--- src/rtl/pid_pkg.sv ---
package pid_pkg;

    localparam int WORD_W  = 64;
    localparam int AFF_W   = 8;
    localparam int CLASS_W = 6;

    localparam logic [1:0] ENC_OP0 = 2'b11;
    localparam logic [2:0] ENC_OP1 = 3'b000;
    localparam logic [3:0] ENC_CRN = 4'b0000;
    localparam logic [3:0] ENC_CRM = 4'b0000;
    localparam logic [2:0] ENC_OP2 = 3'b101;

    localparam logic [CLASS_W-1:0] SYSREG_TRAP_CLASS = 6'h18;

    typedef enum logic [1:0] {
        LVL_USER = 2'd0,
        LVL_KERN = 2'd1,
        LVL_HYP  = 2'd2,
        LVL_MON  = 2'd3
    } lvl_e;

    typedef enum logic [2:0] {
        OUT_IDLE    = 3'd0,
        OUT_DATA    = 3'd1,
        OUT_TRAP    = 3'd2,
        OUT_UNDEF   = 3'd3,
        OUT_NOMATCH = 3'd4
    } outcome_e;

    typedef struct packed {
        outcome_e   kind;
        lvl_e       target;
        logic       use_vcopy;
    } decision_t;

    typedef struct packed {
        logic hyp_enabled;
        logic mon_present;
        logic host_route;
        logic fgt_impl;
        logic fgt_mon_en;
        logic fgt_rd_trap;
        logic idtrap_impl;
    } cfg_t;

    function automatic logic [WORD_W-1:0] build_id_word(
        input logic [AFF_W-1:0] a3,
        input logic [AFF_W-1:0] a2,
        input logic [AFF_W-1:0] a1,
        input logic [AFF_W-1:0] a0,
        input logic             uni,
        input logic             mt
    );
        logic [WORD_W-1:0] w;
        w        = '0;
        w[39:32] = uni ? '0 : a3;
        w[31]    = 1'b1;
        w[30]    = uni;
        w[24]    = mt;
        w[23:16] = uni ? '0 : a2;
        w[15:8]  = uni ? '0 : a1;
        w[7:0]   = uni ? '0 : a0;
        return w;
    endfunction

endpackage

--- src/rtl/pid_enc_match.sv ---
module pid_enc_match
    import pid_pkg::*;
(
    input  logic [1:0] op0,
    input  logic [2:0] op1,
    input  logic [3:0] crn,
    input  logic [3:0] crm,
    input  logic [2:0] op2,
    output logic       hit
);
    assign hit = (op0 == ENC_OP0) && (op1 == ENC_OP1) && (crn == ENC_CRN)
              && (crm == ENC_CRM) && (op2 == ENC_OP2);
endmodule

--- src/rtl/pid_vcopy_reg.sv ---
module pid_vcopy_reg
    import pid_pkg::*;
#(
    parameter logic [WORD_W-1:0] RESET_VAL = '0
) (
    input  logic              clk,
    input  logic              rst,
    input  logic              we,
    input  lvl_e              lvl,
    input  logic [WORD_W-1:0] wdata,
    output logic [WORD_W-1:0] q
);
    logic privileged;
    assign privileged = (lvl == LVL_HYP) || (lvl == LVL_MON);

    always_ff @(posedge clk) begin
        if (rst) begin
            q <= RESET_VAL;
        end else if (we && privileged) begin
            q <= wdata;
        end
    end
endmodule

--- src/rtl/pid_access_decide.sv ---
module pid_access_decide
    import pid_pkg::*;
(
    input  logic      req,
    input  logic      hit,
    input  lvl_e      lvl,
    input  cfg_t      cfg,
    output decision_t dec
);
    logic fg_trap;
    assign fg_trap = cfg.hyp_enabled && cfg.fgt_impl
                  && (!cfg.mon_present || cfg.fgt_mon_en) && cfg.fgt_rd_trap;

    always_comb begin
        dec.kind      = OUT_IDLE;
        dec.target    = LVL_USER;
        dec.use_vcopy = 1'b0;
        if (!req) begin
            dec.kind = OUT_IDLE;
        end else if (!hit) begin
            dec.kind = OUT_NOMATCH;
        end else begin
            unique case (lvl)
                LVL_USER: begin
                    if (!cfg.idtrap_impl) begin
                        dec.kind = OUT_UNDEF;
                    end else begin
                        dec.kind   = OUT_TRAP;
                        dec.target = (cfg.hyp_enabled && cfg.host_route) ? LVL_HYP : LVL_KERN;
                    end
                end
                LVL_KERN: begin
                    if (fg_trap) begin
                        dec.kind   = OUT_TRAP;
                        dec.target = LVL_HYP;
                    end else begin
                        dec.kind      = OUT_DATA;
                        dec.use_vcopy = cfg.hyp_enabled;
                    end
                end
                default: begin
                    dec.kind = OUT_DATA;
                end
            endcase
        end
    end
endmodule

--- src/rtl/pid_read_ctrl.sv ---
module pid_read_ctrl
    import pid_pkg::*;
#(
    parameter logic [7:0] AFF_L3    = 8'hA3,
    parameter logic [7:0] AFF_L2    = 8'h52,
    parameter logic [7:0] AFF_L1    = 8'h31,
    parameter logic [7:0] AFF_L0    = 8'h07,
    parameter bit         SINGLE_PE = 1'b0,
    parameter bit         MT_DEP    = 1'b1
) (
    input  logic        clk,
    input  logic        rst,
    input  logic        req_valid,
    input  logic [1:0]  req_op0,
    input  logic [2:0]  req_op1,
    input  logic [3:0]  req_crn,
    input  logic [3:0]  req_crm,
    input  logic [2:0]  req_op2,
    input  logic [1:0]  cur_lvl,
    input  logic        hyp_enabled,
    input  logic        mon_present,
    input  logic        host_route,
    input  logic        fgt_impl,
    input  logic        fgt_mon_en,
    input  logic        fgt_rd_trap,
    input  logic        idtrap_impl,
    input  logic        vcopy_we,
    input  logic [63:0] vcopy_wdata,
    output logic        rsp_valid,
    output logic [63:0] rsp_data,
    output logic        rsp_trap,
    output logic [1:0]  rsp_trap_lvl,
    output logic [5:0]  rsp_trap_class,
    output logic        rsp_undef,
    output logic        rsp_nomatch
);
    localparam logic [WORD_W-1:0] PHYS_WORD =
        build_id_word(AFF_L3, AFF_L2, AFF_L1, AFF_L0, SINGLE_PE, MT_DEP);

    lvl_e              lvl;
    cfg_t              cfg;
    logic              hit;
    decision_t         dec;
    logic [WORD_W-1:0] vcopy_q;

    assign lvl = lvl_e'(cur_lvl);
    assign cfg = '{hyp_enabled: hyp_enabled, mon_present: mon_present,
                   host_route: host_route, fgt_impl: fgt_impl,
                   fgt_mon_en: fgt_mon_en, fgt_rd_trap: fgt_rd_trap,
                   idtrap_impl: idtrap_impl};

    pid_enc_match u_match (
        .op0 (req_op0),
        .op1 (req_op1),
        .crn (req_crn),
        .crm (req_crm),
        .op2 (req_op2),
        .hit (hit)
    );

    pid_vcopy_reg #(.RESET_VAL(PHYS_WORD)) u_vcopy (
        .clk   (clk),
        .rst   (rst),
        .we    (vcopy_we),
        .lvl   (lvl),
        .wdata (vcopy_wdata),
        .q     (vcopy_q)
    );

    pid_access_decide u_decide (
        .req (req_valid),
        .hit (hit),
        .lvl (lvl),
        .cfg (cfg),
        .dec (dec)
    );

    always_ff @(posedge clk) begin
        if (rst) begin
            rsp_valid      <= 1'b0;
            rsp_data       <= '0;
            rsp_trap       <= 1'b0;
            rsp_trap_lvl   <= '0;
            rsp_trap_class <= '0;
            rsp_undef      <= 1'b0;
            rsp_nomatch    <= 1'b0;
        end else begin
            rsp_valid      <= (dec.kind == OUT_DATA);
            rsp_data       <= (dec.kind == OUT_DATA) ? (dec.use_vcopy ? vcopy_q : PHYS_WORD) : '0;
            rsp_trap       <= (dec.kind == OUT_TRAP);
            rsp_trap_lvl   <= (dec.kind == OUT_TRAP) ? dec.target : LVL_USER;
            rsp_trap_class <= (dec.kind == OUT_TRAP) ? SYSREG_TRAP_CLASS : '0;
            rsp_undef      <= (dec.kind == OUT_UNDEF);
            rsp_nomatch    <= (dec.kind == OUT_NOMATCH);
        end
    end
endmodule

--- config.mk ---
export PLATFORM = sky130hd
export DESIGN_NAME = pid_read_ctrl
export DESIGN_NICKNAME = d
export VERILOG_FILES = /design/src/rtl/pid_pkg.sv /design/src/rtl/pid_enc_match.sv /design/src/rtl/pid_vcopy_reg.sv /design/src/rtl/pid_access_decide.sv /design/src/rtl/pid_read_ctrl.sv
export SDC_FILE = /design/constraint.sdc
export NUM_CORES = 1
export LEC_CHECK = 0
export BUFFER_PORTS_ARGS = -buffer_cell sky130_fd_sc_hd__buf_2
export CORE_MARGIN = 5
export CORE_UTILIZATION = 45
export DETAILED_ROUTE_END_ITERATION = 8
export HOLD_SLACK_MARGIN = 0.02
export PLACE_DENSITY = 0.8
export SLEW_MARGIN = 15
export SYNTH_ARGS = -nofsm -noshare
export SYNTH_HDL_FRONTEND = slang
export SYNTH_HIERARCHICAL = 1
export SYNTH_SLANG_ARGS = --single-unit
--- constraint.sdc ---
create_clock -name clk -period 2.31 [get_ports clk]
set_input_delay 0.5775 -clock clk [delete_from_list [all_inputs] [get_ports clk]]
set_output_delay 0.5775 -clock clk [all_outputs]
set_load 0.02 [all_outputs]
### Word-level counts from Yosys, hierarchy flattened

Cells that the tools add are included.

* flip-flop bits (word level): 140
* input port bits: 93
* output and inout bits: 76
* logic and storage cells: 57

* equal/unequal tests: 9
* muxes and demuxes: 15
* bitwise gates (word level): 5
* reduce and logical (&&, ||, !) cells: 19

Operators by type and width (count)
* $mux W40: 1
* $logic_and A1 B1 Y1: 9
* $logic_not A4 Y1: 2
* $mux W2: 4
* $eq A2 B2 Y1 const B: 3
* $eq A3 B2 Y1 const B: 2
* $eq A3 B3 Y1 const B: 2
* $mux W3: 2
* $pmux W3 S2: 1
* $mux W1: 5
* $mux W5: 1
* $not A1 Y1: 5
* $pmux W2 S2: 1
* $reduce_or A4 Y1: 1
* $eq A3 B1 Y1 const B: 1
* $logic_not A3 Y1: 1
* $reduce_or A3 Y1: 1
* $eq A2 B1 Y1 const B: 1
* $logic_not A2 Y1: 1
* $logic_or A1 B1 Y1: 2
* $reduce_or A2 Y1: 1
* $logic_not A1 Y1: 1

### Depth between registers and ports, before layout

* depth after elaboration: 11
* depth in mapped cells: 10
* gate-level depth less buffers: 7

### Hierarchy

Netlist, hierarchy kept.

Modules (own cells, without submodules)
* pid_vcopy_reg: times used 1, cells each 276, area an instance 2816.5 um^2, sequential area each 1281.2 um^2
* pid_read_ctrl: times used 1, cells each 179, area an instance 2134.5 um^2, sequential area each 1401.3 um^2
* pid_access_decide: times used 1, cells each 17, area an instance 105.1 um^2, sequential area each 0.0 um^2
* pid_enc_match: times used 1, cells each 5, area an instance 41.3 um^2, sequential area each 0.0 um^2

### Worst setup path before layout

OpenSTA, ideal clock, no wires.

* path kind: input to register
* start: in req_crn[1]
* end: reg rsp_data[38]
* library setup time: 0.080 ns
* arrival: 2.204 ns
* data required time: 2.230 ns
* slack: 0.025 ns
* cell stages on the path: 10
* path buffers: 3
* cells stage by stage: nor4_1 > and4_1 > nand2_1 > nor2_1 > and4_1 > buf_2 > nand4bb_1 > buf_2 > buf_2 > nor3b_1

RTL lines
* from (decl): line pid_read_ctrl.sv:16 `input logic [3:0] req_crn,`
* to (signal assigned): line pid_read_ctrl.sv:89 `rsp_data <= (dec.kind == OUT_DATA) ? (dec.use_vcopy ? vcopy_q : PHYS_WORD) : '0;`
* to (decl): line pid_read_ctrl.sv:30 `output logic [63:0] rsp_data,`

==> results.toml <==
[synthesis]
avgSynthCellArea_um2 = 10.7
synth_area_um2 = 5100
synthCells = 477
synth_mux_area_share_pct = 0
yosys_warnings = 6
async_flop_share_pct = 0
synth_top_family_by_area = "compound AO/OA/AOI/OAI gates"
synth-compound-area-share_pct = 21.2
synth_xor_area_share_pct = 0
synthAdderAreaFrac_pct = 0
synth_simple_gate_area_share_pct = 17.6
ys_types = 33
yosysSeqAreaShare_pct = 52.6
synth_flop_cell = "dfxtp_1"
synth_edf_count = 0
synth_seq_cells = 134

[route]
antenna_left = 0
routedWlPerCell_um = 15.4
dr.pass1.iters = 4
route.vias.total = 3974
drcViolationCount = 0
vias_per_cell = 5.14
drt_iter0_drc = 311
routed_wl_mm = 11.9

[layout]
drive_gt1_share_pct = 41.2
final_util_pct = 58.9
layoutNonFillerInstCount = 773
antenna_cells = 0
synthToLayoutAreaGrowth_pct = 26.8
final_cell_area_um2 = 6460
layout.nets = 713

[sta]
layout_worst_path_cycle_share_pct = 91.7
rsz0062_at_grt = "no"
setup_violations = 0
drv_slew = 0
hold_violations = 0
fmax_ghz = 0.472
worst_pin_slew_ns = 0.679
holdWs_ns = 0.385
finalClockSkew_ns = 0.00689
slew_headroom_pct = 54.7
min_period_ns = 2.12

[floorplan]
start_util_pct = 46.4
core-area_um2 = 11000
io_pins = 169
dieWidth_um = 116
die_y_um = 116
die_area_um2 = 13600
core.rowCount = 38

[power]
leakage_uw = 0.00294
peakVddDrop_mv = 0.616
power_density_nw_per_um2 = 840

[cts]
cts_resized = 0
hold_buffers = 0
cts_tree = "done"
root_buffer = "clkbuf_16"
clock-sinks = 134
numCtsBuffers = 17
htreeDepth = 4
clock_latency_ns = 0.41
postCtsSetupRepairBufs = 0
clkTransAtPathRegs_ns = 0.05
ctsLongestPathBuffers = 2

[placed_design]
hpwl_mm = 8.00
port_buffers = 164
placed_cell_area_um2 = 5860
gp_congestion = 0.864
placed_cells = 741

[global_routing]
grt_pass1_vias = 3950
grt_usage_pct = 17.9
antenna_found_initial = 0
grt_max_degree = 59
grt_pass1_wl_mm = 19.1
grt_overflow = 0

[worst_setup_path]
crit_end = "rsp_data[47]$_SDFF_PP0_"
worstRegToRegCells = 2
cp-startpoint = "req_op2[1]"
regToRegStartpoint = "u_vcopy/q[49]$_SDFFE_PP0P_"
cp-end-kind = "flip-flop"
rr_endpoint = "u_vcopy/q[49]$_SDFFE_PP0P_"
crit_fanout = 16
crit_arrival_ns = 2.42
crit_chain = "buf_2 > nor4bb_1 > and4_1 > nand2_1 > nor2_1 > and4_1 > nand4bb_2 > buf_4 > nor3b_1"
start_kind = "primary input"
crit_top_cell = "and4_1"
crit_required_ns = 2.61
critPathSlowestCell = "nor4bb_1"
rrSetupSlack_ns = 1.55
critPathKind = "in2reg"
critPathMaxStageDelay_ns = 0.28

[flow_run]
drv_cap = 0

[hold_path]
hold_start = "rst"
hp-class = "in2reg"

[status]
status = "finished clean"
## Yosys cell counts, types with 2 or more instances
| cell type | instances | area, µm² |
|---|---|---|
| buf_6 | 14 | 158 |
| nor4_1 | 2 | 12.5 |
| nand3_1 | 50 | 250 |
| buf_4 | 9 | 67.6 |
| a21oi_2 | 31 | 272 |
| and3_1 | 15 | 93.8 |
| a21oi_1 | 35 | 175 |
| nor4b_1 | 2 | 17.5 |
| a21bo_1 | 30 | 300 |
| nand2_1 | 2 | 7.51 |
| a21bo_2 | 19 | 190 |
| dfxtp_1 | 134 | 2680 |
| and2_1 | 3 | 18.8 |
| inv_1 | 17 | 63.8 |
| nor4bb_1 | 3 | 30.0 |
| nor3b_1 | 50 | 375 |
| clkbuf_1 | 13 | 48.8 |
| a211o_1 | 15 | 131 |
| buf_2 | 18 | 90.1 |
| and4_1 | 2 | 17.5 |
## cells in the final DEF (no fill, tap or decap), drive strengths merged, types with 4 or more instances in the layout
| cell | count |
|---|---|
| a211o | 15 |
| a21bo | 49 |
| a21oi | 66 |
| and3 | 15 |
| buf | 176 |
| clkbuf | 19 |
| clkinv | 8 |
| conb | 4 |
| dfxtp | 134 |
| inv | 17 |
| nand3 | 50 |
| nor3b | 50 |
## how the worst min path moves through the flow
stage	end	slack, ns	cells past startpoint
global placement	rsp_data[8]$_SDFF_PP0_	0.43	2
detailed placement	rsp_data[12]$_SDFF_PP0_	0.44	2
global route	rsp_nomatch$_SDFF_PP0_	0.36	2
CTS	rsp_nomatch$_SDFF_PP0_	0.36	2
finish	rsp_nomatch$_SDFF_PP0_	0.39	2
floorplan	rsp_data[0]$_SDFF_PP0_	0.43	2
## flip-flops by register name (all words and copies together), names as in the netlist
| register | flops |
|---|---|
| rsp_data | 64 |
| u_vcopy/q | 64 |
| rsp_trap_lvl | 2 |
| rsp_nomatch | 1 |
| rsp_trap_class | 1 |
| rsp_undef | 1 |
| rsp_valid | 1 |
## worst max-delay path: cells and delay by family
family | cells | cell delay (ns)
and+or+nand+nor | 7 | 1.49
buffers and inverters | 2 | 0.35
## through the flow
| stage | worst slack, ns | setup TNS [ns] | power, µW |
|---|---|---|---|
| after CTS | 0.241 | 0 | 5480 |
| after global routing | 0.00254 | 0 | 5630 |
| after floorplan | 0.0255 | 0 | 2690 |
| after detailed placement | -0.174 | -3.40 | 2790 |
| after global placement | -0.00878 | -0.0669 | 2770 |
| final | 0.191 | 0 | 5430 |
## routing by layer
metal	wire length, µm	part of all wire [%]	GRT usage (%)
met5	0	0	0
met4	153	1.3	6.96
met3	757	6.4	5.80
met2	5640	47	27.2
met1	5350	45	23.6
## kinds of logic after synthesis
logic type             Yosys count
DFF                            134
AOI/OAI and AO/OA              132
other                            1
buffers and inverters           72
and+or+nand+nor                138
## final cells by class
class / count / area, µm²
clock inverter: 13 / 156
inverter: 17 / 63.8
timing repair buffer: 176 / 943
multi-input combinational: 274 / 2000
clock buffer: 19 / 443
fill: 934 / 4520
tap: 140 / 175
sequential: 134 / 2680
## power breakdown
| part | internal (µW) | leakage (µW) | switching, µW |
|---|---|---|---|
| logic | 161 | 0.00156 | 181 |
| clock network | 1720 | 0.000292 | 973 |
| registers | 2370 | 0.00109 | 25.7 |
| total | 4250 | 0.00294 | 1180 |
Power figures use the tool's default switching activity.
